## src/rtl/aliasrf_pkg.sv

```systemverilog
package aliasrf_pkg;
  localparam int DATA_W = 32;
  localparam int LANE_W = 8;
  localparam int LANES  = DATA_W / LANE_W;

  typedef enum logic [1:0] {
    SEL_FULL = 2'b00,
    SEL_HALF = 2'b01,
    SEL_LOB  = 2'b10,
    SEL_HIB  = 2'b11
  } sliceSel_e;

  // strobes from control to datapath
  typedef struct packed {
    logic             wrCommit;
    logic [LANES-1:0] wrLanes;
    logic             wrHigh;
    logic [LANES-1:0] rdMaskA;
    logic             rdHighA;
    logic [LANES-1:0] rdMaskB;
    logic             rdHighB;
  } rfStrobes_t;

  function automatic logic [LANES-1:0] laneMask(input sliceSel_e sel);
    logic [LANES-1:0] m;
    m = '0;
    case (sel)
      SEL_FULL: m = '1;
      SEL_HALF: m[1:0] = 2'b11;
      SEL_LOB:  m[0] = 1'b1;
      SEL_HIB:  m[1] = 1'b1;
      default:  m = '0;
    endcase
    return m;
  endfunction
endpackage

```

## src/rtl/aliasrf_ctrl.sv

```systemverilog
module aliasrf_ctrl
  import aliasrf_pkg::*;
#(
  parameter int NUM_REGS  = 8,
  parameter int BYTE_REGS = 4,
  localparam int IDX_W    = $clog2(NUM_REGS)
) (
  input  logic             clk,
  input  logic             rst,
  input  logic             wrEn,
  input  logic [IDX_W-1:0] wrIdx,
  input  sliceSel_e        wrSel,
  input  logic [IDX_W-1:0] rdIdxA,
  input  sliceSel_e        rdSelA,
  input  logic [IDX_W-1:0] rdIdxB,
  input  sliceSel_e        rdSelB,
  output rfStrobes_t       strobes,
  output logic             wrIllegal,
  output logic             rdIllegalA,
  output logic             rdIllegalB
);
  logic wrBad, badA, badB;

  always_comb begin
    wrBad = (wrSel == SEL_HIB) && (int'(wrIdx) >= BYTE_REGS);
    badA  = (rdSelA == SEL_HIB) && (int'(rdIdxA) >= BYTE_REGS);
    badB  = (rdSelB == SEL_HIB) && (int'(rdIdxB) >= BYTE_REGS);

    strobes.wrCommit = wrEn && !wrBad;
    strobes.wrLanes  = laneMask(wrSel);
    strobes.wrHigh   = (wrSel == SEL_HIB);
    strobes.rdMaskA  = badA ? '0 : laneMask(rdSelA);
    strobes.rdHighA  = (rdSelA == SEL_HIB);
    strobes.rdMaskB  = badB ? '0 : laneMask(rdSelB);
    strobes.rdHighB  = (rdSelB == SEL_HIB);

    wrIllegal  = wrEn && wrBad;
    rdIllegalA = badA;
    rdIllegalB = badB;
  end

  // a flagged or disabled write never reaches the datapath
  p_illegal_no_commit_r6: assert property (@(posedge clk) disable iff (rst)
    wrIllegal |-> !strobes.wrCommit);
  p_idle_no_commit_r10: assert property (@(posedge clk) disable iff (rst)
    !wrEn |-> (!strobes.wrCommit && !wrIllegal));
endmodule

```

## src/rtl/aliasrf_datapath.sv

```systemverilog
module aliasrf_datapath
  import aliasrf_pkg::*;
#(
  parameter int NUM_REGS = 8,
  localparam int IDX_W   = $clog2(NUM_REGS)
) (
  input  logic              clk,
  input  logic              rst,
  input  rfStrobes_t        strobes,
  input  logic [IDX_W-1:0]  wrIdx,
  input  logic [DATA_W-1:0] wrData,
  input  logic [IDX_W-1:0]  rdIdxA,
  input  logic [IDX_W-1:0]  rdIdxB,
  output logic [DATA_W-1:0] rdDataA,
  output logic [DATA_W-1:0] rdDataB
);
  logic [DATA_W-1:0] regs [NUM_REGS];
  logic [DATA_W-1:0] alignedData;
  logic [DATA_W-1:0] maskA, maskB, rawA, rawB;

  assign alignedData = strobes.wrHigh ? (wrData << LANE_W) : wrData;

  always_ff @(posedge clk) begin
    if (rst) begin
      for (int r = 0; r < NUM_REGS; r++) regs[r] <= '0;
    end else if (strobes.wrCommit) begin
      for (int l = 0; l < LANES; l++)
        if (strobes.wrLanes[l])
          regs[wrIdx][l*LANE_W +: LANE_W] <= alignedData[l*LANE_W +: LANE_W];
    end
  end

  genvar g;
  generate
    for (g = 0; g < LANES; g++) begin : gMask
      assign maskA[g*LANE_W +: LANE_W] = {LANE_W{strobes.rdMaskA[g]}};
      assign maskB[g*LANE_W +: LANE_W] = {LANE_W{strobes.rdMaskB[g]}};
    end
  endgenerate

  always_comb begin
    rawA    = regs[rdIdxA] & maskA;
    rawB    = regs[rdIdxB] & maskB;
    rdDataA = strobes.rdHighA ? (rawA >> LANE_W) : rawA;
    rdDataB = strobes.rdHighB ? (rawB >> LANE_W) : rawB;
  end

  generate
    for (g = 0; g < NUM_REGS; g++) begin : gRegChk
      // registers not targeted by a committed write hold
      p_other_hold_r7: assert property (@(posedge clk) disable iff (rst)
        !(strobes.wrCommit && int'(wrIdx) == g) |=> $stable(regs[g]));
    end
    for (g = 0; g < LANES; g++) begin : gLaneChk
      // lanes outside the slice keep their bits
      p_lane_keep_r3: assert property (@(posedge clk) disable iff (rst)
        (strobes.wrCommit && !strobes.wrLanes[g]) |=>
          regs[$past(wrIdx)][g*LANE_W +: LANE_W] == $past(regs[wrIdx][g*LANE_W +: LANE_W]));
      // selected lanes take the aligned data
      p_lane_take_r2: assert property (@(posedge clk) disable iff (rst)
        (strobes.wrCommit && strobes.wrLanes[g]) |=>
          regs[$past(wrIdx)][g*LANE_W +: LANE_W] == $past(alignedData[g*LANE_W +: LANE_W]));
    end
  endgenerate
endmodule

```

## src/rtl/alias_regfile.sv

```systemverilog
module alias_regfile
  import aliasrf_pkg::*;
#(
  parameter int NUM_REGS  = 8,
  parameter int BYTE_REGS = 4,
  localparam int IDX_W    = $clog2(NUM_REGS)
) (
  input  logic              clk,
  input  logic              rst,
  input  logic              wrEn,
  input  logic [IDX_W-1:0]  wrIdx,
  input  logic [1:0]        wrSel,
  input  logic [DATA_W-1:0] wrData,
  output logic              wrIllegal,
  input  logic [IDX_W-1:0]  rdIdxA,
  input  logic [1:0]        rdSelA,
  output logic [DATA_W-1:0] rdDataA,
  output logic              rdIllegalA,
  input  logic [IDX_W-1:0]  rdIdxB,
  input  logic [1:0]        rdSelB,
  output logic [DATA_W-1:0] rdDataB,
  output logic              rdIllegalB
);
  rfStrobes_t strobes;

  aliasrf_ctrl #(.NUM_REGS(NUM_REGS), .BYTE_REGS(BYTE_REGS)) uCtrl (
    .clk(clk), .rst(rst), .wrEn(wrEn), .wrIdx(wrIdx), .wrSel(sliceSel_e'(wrSel)),
    .rdIdxA(rdIdxA), .rdSelA(sliceSel_e'(rdSelA)),
    .rdIdxB(rdIdxB), .rdSelB(sliceSel_e'(rdSelB)),
    .strobes(strobes), .wrIllegal(wrIllegal),
    .rdIllegalA(rdIllegalA), .rdIllegalB(rdIllegalB)
  );

  aliasrf_datapath #(.NUM_REGS(NUM_REGS)) uData (
    .clk(clk), .rst(rst), .strobes(strobes), .wrIdx(wrIdx), .wrData(wrData),
    .rdIdxA(rdIdxA), .rdIdxB(rdIdxB), .rdDataA(rdDataA), .rdDataB(rdDataB)
  );

  // byte reads are zero-extended above bit 7
  p_byte_zext_r4: assert property (@(posedge clk) disable iff (rst)
    (rdSelA[1] == 1'b1) |-> (rdDataA[DATA_W-1:LANE_W] == '0));
  // half-word reads are zero-extended above bit 15
  p_half_zext_r3: assert property (@(posedge clk) disable iff (rst)
    (rdSelB == 2'b01) |-> (rdDataB[DATA_W-1:2*LANE_W] == '0));
  // an illegal read yields zero
  p_illegal_read_zero_r6: assert property (@(posedge clk) disable iff (rst)
    rdIllegalA |-> (rdDataA == '0));
endmodule

```

## config.mk

```make
export PLATFORM = sky130hd
export DESIGN_NAME = alias_regfile
export DESIGN_NICKNAME = d
export VERILOG_FILES = /design/src/rtl/aliasrf_pkg.sv /design/src/rtl/aliasrf_ctrl.sv /design/src/rtl/aliasrf_datapath.sv /design/src/rtl/alias_regfile.sv
export SDC_FILE = /design/constraint.sdc
export NUM_CORES = 1
export LEC_CHECK = 0
export CAP_MARGIN = 20
export CORE_UTILIZATION = 47
export DETAILED_ROUTE_END_ITERATION = 8
export PLACE_DENSITY = 0.7
export SLEW_MARGIN = 25
export SYNTH_ARGS = -nofsm -noshare
export SYNTH_HDL_FRONTEND = slang
export SYNTH_SLANG_ARGS = --single-unit
```

## constraint.sdc

```tcl
create_clock -name clk -period 5.9 [get_ports clk]
set_input_delay 1.18 -clock clk [delete_from_list [all_inputs] [get_ports clk]]
set_output_delay 1.18 -clock clk [all_outputs]
set_load 0.01 [all_outputs]
```

After elaboration in Yosys (flattened, before gate mapping):

Memories as Yosys holds them, arrays and structs flattened.
Index checks and enable logic that the tools add are counted.

* multiply operators: 0
* divide/modulo/power cells: 0
* shift-type cells: 0
* multiplexer cells: 35
* magnitude comparators: 3
* $add $sub $neg: 0
* reductions and logical operators: 16
* equal/unequal tests: 9
* bitwise operators: 2

Operators with widths (number)
* 32-bit 2-to-1 mux: 4
* 32-bit bitwise AND: 2
* 32-bit OR reduction: 1
* 1-bit 2-to-1 mux: 24
* 3-bit OR reduction: 6
* 2-bit == test, second input constant: 6
* 4-bit 2-to-1 mux: 3
* 3-bit >= comparator, second input constant: 3
* 2-bit by 1-bit == test with 1-bit output, second input constant: 3
* 2-bit zero test: 3
* 2-bit 2-to-1 mux: 3
* 1-bit logical AND: 5
* 3-bit 2-to-1 mux: 1
* 1-bit zero test: 1

* latch bits: 0
* bits in registers: 0
* memory bits (read-only): 0
* RAM bits: 256
* memories kept: 1
* output and inout port bits: 67
* logic and storage cells: 66

Memories
* uData.regs: depth 8, bits a word 32, rd ports 2, clocked after memory_dff 0, write ports 8, line aliasrf_datapath.sv:17 `logic [DATA_W-1:0] regs [NUM_REGS];`

Logic depth before layout (Yosys ltp):

* word-level depth: 9
* mapped depth: 8
* depth with buffers taken out: 4

By module:

From an unflattened synthesis, not the netlist that was laid out.

* cell total of the unflattened synthesis: 1183
* area total of the unflattened synthesis: 14395.1 um^2

Modules (own cells, without submodules)
* aliasrf_datapath: times used 1, area an instance 14283.7 um^2, cells each 1162
* aliasrf_ctrl: times used 1, area an instance 111.4 um^2, cells each 21

Worst setup path before layout:

OpenSTA, ideal clock, no wires.

* path type: in2out
* start point: input rdIdxA[0]
* end point: output rdDataA[7]
* stages on the path: 6
* path buffers: 2
* slack: 2.386 ns
* arrival: 2.334 ns
* cells stage by stage: buf_6 buf_12 mux4_2 nor2b_1 a211oi_2 a21oi_1

* cells in the longest elaborated chain, start to end: 5
* elaborated cells on any way between the ends: 6
* classes of those cells: 1 x order compare; 2 x mux; 1 x bitwise; 1 x reduce/logical; 1 x memory

Ends and longest elaborated chain
* start: declaration: line alias_regfile.sv:15 `input logic [IDX_W-1:0] rdIdxA,`
* 3-bit >= comparator: line aliasrf_ctrl.sv:26 `badA = (rdSelA == SEL_HIB) && (int'(rdIdxA) >= BYTE_REGS);`
* 1-bit logical AND: line aliasrf_ctrl.sv:26
* 4-bit 2-to-1 mux: line aliasrf_ctrl.sv:32 `strobes.rdMaskA = badA ? '0 : laneMask(rdSelA);`
* 32-bit bitwise AND *: line aliasrf_datapath.sv:42 `rawA = regs[rdIdxA] & maskA;`
* 32-bit 2-to-1 mux *: line aliasrf_datapath.sv:44 `rdDataA = strobes.rdHighA ? (rawA >> LANE_W) : rawA;`
* end: declaration: line alias_regfile.sv:17 `output logic [DATA_W-1:0] rdDataA,`

Mark *: on every way between the ends. The rest lies on a longest branch, timed or not.

Final worst setup path:

* start point: input rdIdxA[0]
* end point: output rdDataA[22]

Same word-level chain as after synthesis.

==> key figures <==
Synthesis
  – Post-synthesis sequential area ratio: 0.537
  – Main flop type after synthesis: edfxtp_1
  – Synthesized flop and latch total: between 200 and 300
  – Library cells used by synthesis: 35
  – Syn Nets: about 1100
  – Synth Warn #: 0
  – Yosys top cell area share: 0.537
  – Avg Inst Size Synth: roughly 14 µm²
  – Syn Std Cell Area: roughly 14000 µm²
  – Yosys top cell by area: edfxtp_1
  – Cell with the most instances after synthesis: edfxtp_1
  – Ys async rst share: 0
  – Post-synth EDFFs: about 260
  – Cell count after synthesis: 1044
  – Synth top cells by count: 256 x edfxtp_1, 245 x nor2_1, 120 x mux2i_1
  – Top post-synthesis cells by area: edfxtp_1 54%, mux4_1 9.4%, mux2i_1 8.4%, mux4_2 7.1%, nor2_1 6.4%

STA
  – Slew headroom: 0.324
  – Final worst setup slack: approximately 1100 ps
  – Max-slew violation count: 0
  – Final hold vios: 0
  – Fraction of the cycle the final worst path needs: 0.808
  – Least-Margin Pin Slew: ~990 ps
  – Post-layout min period: roughly 4800 ps
  – Setup tns final: 0 ps
  – FMAX: roughly 210 MHz
  – RSZ-0062 raised after global routing: no
  – Finish-stage setup viols: 0

Global route
  – Largest net degree at the start of global routing: 42
  – GR Overflow Total: 0
  – Initial antenna violation count: 0
  – First-pass GRT wire length: 58900 µm
  – Number of global-route vias before repair: ~9500
  – Gr usage total: 0.257

Placement
  – HPWL after DPL: approximately 27000 µm
  – Port Buffers: around 120
  – GP Congestion: 0.882
  – Dpl ws: ~1100 ps

Critical path
  – Crit path launch type: input port
  – Cells along the critical path: buf_4 > buf_4 > mux4_1 > mux2i_1 > nor2_1 > clkdlybuf4s50_1
  – Slowest Stage Delay on Critical Path: slightly below 600 ps
  – Worst path arrival time: approximately 3600 ps
  – Setup crit end kind: primary output
  – Crit path kind: in -> out
  – Critical Path RT: between 4000 and 5000 ps
  – Cell repeated most along the worst path: buf_4
  – Worst Path Max Fanout: a little over 40
  – Worst path slowest cell: buf_4

Die
  – # IOs: between 100 and 150
  – Die height: between 150 and 200 µm
  – Core area: slightly below 30000 µm²
  – Rows: 63
  – Die X: 177 µm
  – Initial cell density of the core: 0.481
  – Die area: 31200 µm²

Clocking
  – Clk sinks: around 260
  – Post-cts resize count: 0
  – Clock Path Buffers: 3
  – CTS tree: done
  – Post-CTS Setup Bufs: 0
  – H-tree levels: 1
  – Num CTS Buffers: 27
  – Root Buffer: clkbuf_16
  – Hold Buf Count CTS: 0
  – CTS clk-pin slew, worst paths: around 60 ps

Power
  – Worst IR Drop VDD: around 0.00020 V
  – Leakage power: 5.99 nW
  – PD cells: between 200 and 300 nW/µm²
  – Total power: 0.00446 W

Layout
  – Area growth, synth to finish: 14.8%
  – Multi-input logic area: 6080 µm²
  – Regs by FF count: uData.regs (256)
  – Final-layout fill cell count: between 2000 and 2500
  – Reg with most FFs: uData.regs
  – NumNets Final: ~1200
  – Share of cells above drive strength 1: 0.127
  – Diodes inserted: 0
  – Max FFs per register: roughly 260
  – Sequential cell area: between 7000 and 8000 µm²

Routing
  – TritonRoute pass-1 iters: 5
  – Drc violations: 0
  – Via density: between 6 and 7
  – DR vias: 9407
  – Final ANT Viol Nets: 0
  – Initial DRC Count: roughly 970
  – Post-Route WL: 39500 µm
  – Routed wire length per instance: about 26 µm

Flow run
  – Max_cap viols: 0

Hold path
  – Worst hold path type: in -> reg

Outcome
  – Run status: completed
## report_power, final
group / total (W) / switching (W) / internal, W / leakage [nW]
combinational: 0.000655 / 0.000351 / 0.000303 / 3.14
sequential: 0.00216 / 0.0000536 / 0.00211 / 2.44
clock: 0.00164 / 0.000719 / 0.000925 / 0.412
total: 0.00446 / 0.00112 / 0.00333 / 5.99
## per-stage QoR
| stage | hold WS (ps) | area [µm²] | cells | utilization |
|---|---|---|---|---|
| detailed placement | 2080 | 15600 | 1498 | 0.523 |
| global route | 1570 | 16400 | 1547 | 0.552 |
| finish | 1530 | 16400 | 1547 | 0.552 |
| CTS | 1520 | 16400 | 1547 | 0.552 |
| global placement | 2070 | 15600 | 1497 | 0.523 |
| floorplan | 1380 | 14300 | 1044 | - |
## cells by family after synthesis
| family | share of synthesized area |
|---|---|
| AO/OA/AOI/OAI | 0.0342 |
| buffers and inverters | 0.0389 |
| flip-flops | 0.537 |
| multiplexers | 0.248 |
| AND/OR/NAND/NOR | 0.142 |
## cells in the final DEF, fill, tap and decap left out, drive strengths merged, types with 29 or more instances in the layout
cell and instances:
clkbuf 29, a22oi 32, edfxtp 256, buf 29, mux2i 120, clkdlybuf4s50 110, mux4 96, and2 68
nand2 33, nor2 245
## worst max-delay path: cells and delay by family
kind	cells	cell delay [ps]
buf+inv	3	1470
mux	2	840
simple gates	1	70
## area by class of cell
class                           count  area share
Tap cell                          390      0.0297
Clock inverter                     20     0.00967
Multi-Input combinational cell    713       0.370
Sequential cell                   256       0.468
Clock buffer                       29      0.0416
Timing Repair Buffer              139      0.0814
## final timing paths
check	start	slack (ps)	cells after the start	endpoint
hold / removal	wrData[30]	1530	3	uData.regs[7][30]$_SDFFCE_PN0P_
setup / recovery	rdIdxA[0]	1130	6	rdDataA[22]
## routing by layer
layer	vias up	GRT usage	part of all wire
li1	4158	-	-
met1	4779	0.336	0.39
met2	397	0.437	0.51
met3	73	0.0392	0.073
met4	0	0.0873	0.030
met5	-	0	0
No activity file was read; power rests on OpenSTA's default activity.
